`config.mk`:
```
export PLATFORM = sky130hd
export DESIGN_NAME = msc_irq_ctrl
export DESIGN_NICKNAME = d
export VERILOG_FILES = /design/src/rtl/msc_pkg.sv /design/src/rtl/msc_status_map.sv /design/src/rtl/msc_ctrl_regs.sv /design/src/rtl/msc_read_mux.sv /design/src/rtl/msc_irq_ctrl.sv
export SDC_FILE = /design/constraint.sdc
export NUM_CORES = 1
export LEC_CHECK = 0
export CAP_MARGIN = 20
export CORE_UTILIZATION = 45
export DETAILED_ROUTE_END_ITERATION = 6
export PLACE_DENSITY_LB_ADDON = 0.12
export SLEW_MARGIN = 20
export SYNTH_ARGS = -nofsm -noshare
export SYNTH_HDL_FRONTEND = slang
export SYNTH_SLANG_ARGS = --single-unit
```
`constraint.sdc`:
```
create_clock -name clk -period 4.3 [get_ports clk]
set_clock_uncertainty 0.1 [all_clocks]
set_input_delay 0.645 -clock clk [delete_from_list [all_inputs] [get_ports clk]]
set_output_delay 0.645 -clock clk [all_outputs]
set_load 0.05 [all_outputs]
```
`src/rtl/msc_pkg.sv`:
```
// Shared constants and the register selector for the expansion
// memory-security interrupt controller. Assumes 12-bit byte addresses
// and word-aligned registers; address bits 1:0 play no part.
package msc_pkg;

    localparam int DATA_W   = 32;
    localparam int ADDR_W   = 12;
    localparam int BIT_BASE = 16;   // checker n sits at register bit n+BIT_BASE

    localparam logic [ADDR_W-1:0] OFS_STATUS = 12'h030;
    localparam logic [ADDR_W-1:0] OFS_CLEAR  = 12'h034;
    localparam logic [ADDR_W-1:0] OFS_ENABLE = 12'h038;
    localparam logic [ADDR_W-1:0] OFS_NSCFG  = 12'h0D0;

    typedef enum logic [2:0] {
        SEL_NONE,
        SEL_STATUS,
        SEL_CLEAR,
        SEL_ENABLE,
        SEL_NSCFG
    } reg_sel_e;

    // Map a byte address onto the register it selects.
    function automatic reg_sel_e decode_sel(input logic [ADDR_W-1:0] addr);
        reg_sel_e sel;
        sel = SEL_NONE;
        if (addr[ADDR_W-1:2] == OFS_STATUS[ADDR_W-1:2]) sel = SEL_STATUS;
        if (addr[ADDR_W-1:2] == OFS_CLEAR[ADDR_W-1:2])  sel = SEL_CLEAR;
        if (addr[ADDR_W-1:2] == OFS_ENABLE[ADDR_W-1:2]) sel = SEL_ENABLE;
        if (addr[ADDR_W-1:2] == OFS_NSCFG[ADDR_W-1:2])  sel = SEL_NSCFG;
        return sel;
    endfunction

endpackage

```
`src/rtl/msc_status_map.sv`:
```
// Places the checker interrupt levels into the status word at bit n+16.
// Purely combinational, so it tracks the inputs during reset too.
// Assumes 1 <= NUM_CHK <= 16.
module msc_status_map
    import msc_pkg::*;
#(
    parameter int NUM_CHK = 16
) (
    input  logic [NUM_CHK-1:0] chk_irq_in,
    output logic [DATA_W-1:0]  status_word
);
    localparam int TOP_BIT = BIT_BASE + NUM_CHK;

    // Lower half never carries a checker.
    assign status_word[BIT_BASE-1:0] = '0;

    // One status bit per checker.
    for (genvar i = 0; i < NUM_CHK; i++) begin : g_map
        assign status_word[BIT_BASE+i] = chk_irq_in[i];
    end

    // Bits above the last checker read zero.
    if (TOP_BIT < DATA_W) begin : g_pad
        assign status_word[DATA_W-1:TOP_BIT] = '0;
    end

endmodule

```
`src/rtl/msc_ctrl_regs.sv`:
```
// Holds the enable mask, the non-secure configuration word and the
// clear-line levels. All three load on a write strobe to their own
// selector and clear on a synchronous active-low reset.
module msc_ctrl_regs
    import msc_pkg::*;
#(
    parameter int NUM_CHK = 16
) (
    input  logic               clk,
    input  logic               rst_n,
    input  logic               wr_en,
    input  reg_sel_e           sel,
    input  logic [DATA_W-1:0]  wdata,
    output logic [DATA_W-1:0]  en_q,
    output logic [DATA_W-1:0]  ns_q,
    output logic [NUM_CHK-1:0] clr_q
);

    // Register update: reset, then one selected register per write.
    always_ff @(posedge clk) begin
        if (!rst_n) begin
            en_q  <= '0;
            ns_q  <= '0;
            clr_q <= '0;
        end else if (wr_en) begin
            case (sel)
                SEL_ENABLE: en_q  <= wdata;
                SEL_NSCFG:  ns_q  <= wdata;
                SEL_CLEAR:  clr_q <= wdata[BIT_BASE +: NUM_CHK];
                default: ;
            endcase
        end
    end

    // reset leaves every stored value at zero.
    p_rst_zero_r7: assert property (@(posedge clk)
        !rst_n |=> (en_q == '0 && ns_q == '0 && clr_q == '0));

    // enable captures the full written word.
    p_en_load_r4: assert property (@(posedge clk) disable iff (!rst_n)
        (wr_en && sel == SEL_ENABLE) |=> en_q == $past(wdata));

    // clear lines hold between clear writes.
    p_clr_hold_r5: assert property (@(posedge clk) disable iff (!rst_n)
        !(wr_en && sel == SEL_CLEAR) |=> $stable(clr_q));

    // status or unmapped writes touch no stored value.
    p_no_side_write_r8: assert property (@(posedge clk) disable iff (!rst_n)
        (wr_en && (sel == SEL_STATUS || sel == SEL_NONE))
        |=> ($stable(en_q) && $stable(ns_q) && $stable(clr_q)));

endmodule

```
`src/rtl/msc_read_mux.sv`:
```
// Selects the read word for the addressed register. Clear and unmapped
// offsets return zero. Combinational; no read strobe.
module msc_read_mux
    import msc_pkg::*;
(
    input  reg_sel_e          sel,
    input  logic [DATA_W-1:0] status_word,
    input  logic [DATA_W-1:0] en_q,
    input  logic [DATA_W-1:0] ns_q,
    output logic [DATA_W-1:0] rdata
);

    // Read-data selection.
    always_comb begin
        case (sel)
            SEL_STATUS: rdata = status_word;
            SEL_ENABLE: rdata = en_q;
            SEL_NSCFG:  rdata = ns_q;
            default:    rdata = '0;
        endcase
    end

endmodule

```
`src/rtl/msc_irq_ctrl.sv`:
```
// Top of the expansion memory-security interrupt controller. Decodes the
// register port, builds the status word, keeps the control registers and
// combines status with enable into one level interrupt. Assumes one
// write per cycle with reg_wr high and 1 <= NUM_CHK <= 16.
module msc_irq_ctrl
    import msc_pkg::*;
#(
    parameter int NUM_CHK = 16
) (
    input  logic               clk,
    input  logic               rst_n,
    input  logic               reg_wr,
    input  logic [11:0]        reg_addr,
    input  logic [31:0]        reg_wdata,
    output logic [31:0]        reg_rdata,
    input  logic [NUM_CHK-1:0] chk_irq_in,
    output logic [NUM_CHK-1:0] chk_clr_out,
    output logic [NUM_CHK-1:0] chk_ns_out,
    output logic               irq_out
);
    reg_sel_e          sel;
    logic [DATA_W-1:0] status_word;
    logic [DATA_W-1:0] en_q;
    logic [DATA_W-1:0] ns_q;

    // Address decode shared by reads and writes.
    assign sel = decode_sel(reg_addr);

    msc_status_map #(.NUM_CHK(NUM_CHK)) u_status (
        .chk_irq_in  (chk_irq_in),
        .status_word (status_word)
    );

    msc_ctrl_regs #(.NUM_CHK(NUM_CHK)) u_regs (
        .clk   (clk),
        .rst_n (rst_n),
        .wr_en (reg_wr),
        .sel   (sel),
        .wdata (reg_wdata),
        .en_q  (en_q),
        .ns_q  (ns_q),
        .clr_q (chk_clr_out)
    );

    msc_read_mux u_rmux (
        .sel         (sel),
        .status_word (status_word),
        .en_q        (en_q),
        .ns_q        (ns_q),
        .rdata       (reg_rdata)
    );

    // Combined interrupt: any enabled, active checker.
    assign irq_out = |(status_word & en_q);

    // Non-secure lines follow the upper half of the stored word.
    assign chk_ns_out = ns_q[BIT_BASE +: NUM_CHK];

    // with no active checker the interrupt stays low.
    p_irq_idle_r3: assert property (@(posedge clk) disable iff (!rst_n)
        (chk_irq_in == '0) |-> !irq_out);

    // an enabled active checker always raises the interrupt.
    p_irq_active_r3: assert property (@(posedge clk) disable iff (!rst_n)
        (|(chk_irq_in & en_q[BIT_BASE +: NUM_CHK])) |-> irq_out);

    // a status read shows the checker inputs at bit n+16.
    p_status_read_r1: assert property (@(posedge clk) disable iff (!rst_n)
        (sel == SEL_STATUS) |-> reg_rdata[BIT_BASE +: NUM_CHK] == chk_irq_in);

    // non-secure lines change only after a write to their register.
    p_ns_hold_r6: assert property (@(posedge clk) disable iff (!rst_n)
        !(reg_wr && sel == SEL_NSCFG) |=> $stable(chk_ns_out));

endmodule

```
== Word level (Yosys, flattened, before mapping) ==
Index checks and enable logic that the tools add are counted.
Cells by class
  muxes and demuxes: 5
  bitwise logic cells: 1
  reductions and logical operators: 4
  equality and inequality tests: 8
Operator list (number)
  $pmux W32 S3: 1
  $and A32 B32 Y32: 1
  $reduce_or A32 Y1: 1
  $eq A10 B4 Y1 const B: 3
  $eq A10 B6 Y1 const B: 1
  $mux W3: 3
  $eq A3 B2 Y1 const B: 2
  $reduce_and A2 Y1: 3
  $eq A3 B1 Y1 const B: 1
  $eq A3 B3 Y1 const B: 1
  $mux W1: 1
Word-level totals
  input port bits: 63
  flip-flop bits (word level): 80
  output and inout bits: 65
  word-level logic and storage cells: 21

== Longest topological paths before layout ==
  depth after elaboration: 7
  gate-level depth with buffers: 6
  mapped depth without buffers: 3

== Cells and area by module ==
Synthesis repeated with hierarchy kept, for this count alone.
Unflattened totals
  cells, all modules: 439
  area total of the unflattened synthesis: 4209.0 µm²
Modules (own cells, without submodules)
  msc_ctrl_regs: cells each 297, area each 3044.2 µm², seq. area each 1601.5 µm², instances 1
  msc_read_mux: cells each 76, area each 704.4 µm², seq. area each 0.0 µm², instances 1
  msc_status_map: cells each 33, area each 244.0 µm², seq. area each 0.0 µm², instances 1
  msc_irq_ctrl: cells each 33, area each 216.5 µm², seq. area each 0.0 µm², instances 1

== Worst setup path before layout ==
Ideal clock, no wire load.
  kind: input port to output port
  from: in reg_addr[9]
  to: out reg_rdata[16]
  buffers on the path: 2
  required time: 3.555 ns
  stages on the path: 5
  data arrival time: 2.638 ns
  slack: 0.917 ns
  path through: or4_4 > or3_1 > clkbuf_1 > clkbuf_1 > o2bb2ai_1
Between the ends
  longest elaborated chain between the ends: 7
  elaborated cells on any way between the ends: 12
  classes of those cells: eq/ne (7); mux (5)
RTL lines
  start, declared: line msc_irq_ctrl.sv:13  | input logic [11:0] reg_addr,
  $eq A10 B4 Y1: line msc_pkg.sv:27  | if (addr[ADDR_W-1:2] == OFS_STATUS[ADDR_W-1:2]) sel = SEL_STATUS;
  $mux W1: line msc_pkg.sv:27
  $mux W3: line msc_pkg.sv:28  | if (addr[ADDR_W-1:2] == OFS_CLEAR[ADDR_W-1:2]) sel = SEL_CLEAR;
  $mux W3: line msc_pkg.sv:29  | if (addr[ADDR_W-1:2] == OFS_ENABLE[ADDR_W-1:2]) sel = SEL_ENABLE;
  $mux W3 (*): line msc_pkg.sv:30  | if (addr[ADDR_W-1:2] == OFS_NSCFG[ADDR_W-1:2]) sel = SEL_NSCFG;
  $eq A3 B3 Y1, or another cell as far along: line msc_read_mux.sv:15  | case (sel)
  $pmux W32 S3 (*): line msc_read_mux.sv:15
  end, declared: line msc_irq_ctrl.sv:15  | output logic [31:0] reg_rdata,
Mark *: on every way between the ends. The rest lies on a longest branch, timed or not.

== Worst setup path after layout ==
  from: in reg_addr[9]
  to: out reg_rdata[27]
Same word-level chain as after synthesis.

==> run metrics <==
# IOs 128; Mean Syn Cell Area about 9.6 um2; RSZ-0062 raised after global routing no; number of flops mapped to enable cells by yosys 0; mapped cell area 3730 um2; Comb power frac 0.075; top cells by area, synth dfxtp_1 43%, mux2i_1 26%, nand2_1 11%; wire length on met1 approximately 4.4 mm; global placer's final weighted congestion just under 0.8; Initial DRT Pass Iterations 4; Commonest cells post-synth 113 x nand2_1, 96 x mux2i_1, 80 x dfxtp_1; total die area 8660 um2; antenna violations before repair 0; chip width about 93 um; IO buf count 125; asr flop ratio synth 0; average wire per standard cell 15.7 um; pin count of the biggest net entering global routing ~110; PD cells about 270 nW/um2; antenna cells 0; share of layout cells above drive strength 1 0.121; vias in the first global route 3,042; CTS tree yes; setup_tns 0 ns; critical path required time about 3.6 ns; PostCTS Resize Cnt 0; CORE AREA a little under 8000 um2; Setup-failing EPs final 0; reg-to-reg endpoint u_regs.en_q[17]; Pleak 2.26 nW; Vert. Die Dim about 93 um; Worst setup EP type output port; worst hold stages 2; drt drc 0; Yosys warning count 0; Synth top area share 0.429; fin crit share 0.868; final hold violations 0; Placement Cell Area between 5000 and 6000 um2; DR WL met2 4.26 mm; Total GRT Usage 0.218; Final min period 3.73 ns; routed via count between 3,000 and 4,000; fill count between 600 and 700; Clk pwr share 0.423; CP Max Fanout 16; switching fraction of total power 0.212; Post-Place Setup Slack between 0.5 and 0.6 ns; # clock sinks 80; DRT antenna net count 0; max cap viols 0; area leader, netlist dfxtp_1; WHS 0.361 ns; HP Class reg -> reg; Post-Synth Simple-Gate Area 0.147; Worst-Skew Late Latency 0.33 ns; first-pass GRT wire length approximately 15 mm; Post-Synth XOR/XNOR Area 0; critical path data arrival time 2.99 ns; R2R depth 2; post-synthesis sequential area ratio 0.429; flops & latches, synth 80; routed wl met3 between 500 and 600 um; main combinational cell family by area after synthesis multiplexers; CTS Root Cell clkbuf_8; post-layout power 1.47 mW; Hold-fix buffers, CTS 0; post-synthesis compound-gate area fraction 0.0938; f_max approximately 0.27 GHz; Switch Pwr approximately 0.31 mW; postcts setup bufs 0; maximum root-to-sink buffer count 2; multi-input logic area about 1900 um2; HP Start u_regs.clr_q[0]; Clk pin slew, worst setup/hold paths 0.07 ns; reg2reg start u_regs.en_q[17]; multiplexer share of the synthesized area 0.257; synthesis-to-finish area growth 45.8%; TritonCTS buffer count 9; Syn Nets between 400 and 500; Synth Instances between 300 and 400; final worst slack between 0.5 and 0.6 ns; initial DRC count around 130; Slew Limit Fails 0; fin area about 5400 um2; # rows 32; FF/Latch Area approximately 1600 um2; HPWL after DPL 6.27 mm; Endpoint, Worst Hold u_regs.clr_q[0]; startpoint types primary input; worst slew pin tran between 1 and 1.5 ns; most frequent cell after synthesis nand2_1; top layer in use met4; power share of the sequential group 0.502; htree depth 3; Post-synth top flop dfxtp_1; Max-slew headroom 0.284; Crit Path Class in -> out; Unique masters post-synth 21; r2r setup slk 3.51 ns; Peak supply drop 0.000180 V; Int Power ~1.2 mW; status finished, final reports clean; Total Wirelength 9.27 mm; total gr overflow 0; initial core utilization 0.473; area share of fa/ha/maj cells after synthesis 0; final net count approximately 550; via/cell ratio between 5 and 6
[metrics by stage]
stage               instances  utilization
finish                    591        0.690
detailed placement        575        0.661
global placement          575        0.661
CTS                       591        0.690
floorplan                 389            -
global route              591        0.690
[placed cells by master, fill, tap and decap left out, drive strengths merged]
cell | Yosys | final
inv | 1 | 1
o2bb2ai | 16 | 16
a221oi | 4 | 4
nand2 | 113 | 113
or3 | 2 | 2
bufinv | 0 | 2
buf | 25 | 37
or2 | 1 | 1
clkinvlp | 0 | 1
clkdlybuf4s50 | 0 | 92
nand4bb | 1 | 1
nor4 | 3 | 3
nand3b | 2 | 2
clkinv | 0 | 1
or4 | 2 | 2
clkbuf | 20 | 12
or3b | 1 | 1
nand4 | 1 | 1
dfxtp | 80 | 80
or4b | 1 | 1
a22o | 20 | 20
mux2i | 96 | 96
[state kept, by name (all words and copies together), names as in the netlist]
register	count
u_regs.clr_q	16
u_regs.ns_q	32
u_regs.en_q	32
[cell families after synthesis]
family / after synthesis
compound gates: 40
simple gates: 127
mux: 96
buf+inv: 46
flops: 80
[power by group through the flow]
stage          registers [mW]  logic, mW  clock network [mW]
2_1_floorplan           0.758     0.0415                   0
3_3_place_gp            0.758      0.109                   0
3_5_place_dp            0.758      0.110                   0
4_1_cts                 0.740      0.111               0.637
5_1_grt                 0.741      0.119               0.664
6_report                0.740      0.111               0.624
[how the worst max path moves through the flow]
stage                      from             to  slack (ns)  depth (start not counted)
detailed placement  reg_addr[9]  reg_rdata[26]        0.58                          5
finish              reg_addr[9]  reg_rdata[27]        0.57                          5
global route        reg_addr[9]  reg_rdata[27]        0.47                          5
CTS                 reg_addr[9]  reg_rdata[26]        0.57                          5
floorplan           reg_addr[9]  reg_rdata[16]        0.92                          5
global placement    reg_addr[9]  reg_rdata[29]        0.62                          5
[worst max-delay path, stage by stage]
cell             delay, ns
clkdlybuf4s50_1       0.53
or4_4                 0.61
or3_1                 0.63
o2bb2ai_1             0.38
buf_12                0.18
[metal layers]
| metal | up-vias | GRT usage |
|---|---|---|
| met3 | 9 | 0.0366 |
| met2 | 100 | 0.352 |
| met5 | - | 0 |
| li1 | 1530 | - |
| met4 | 0 | 0.0833 |
| met1 | 1481 | 0.292 |
[final cells by class]
type                            count  area share
Tap cell                          102      0.0234
Sequential cell                    80       0.294
Clock buffer                       12      0.0285
Inverter                            1    0.000689
Clock inverter                      4      0.0140
Multi-Input combinational cell    263       0.345
Timing Repair Buffer              129       0.294
Note: power is estimated with default switching activity, not from simulation.
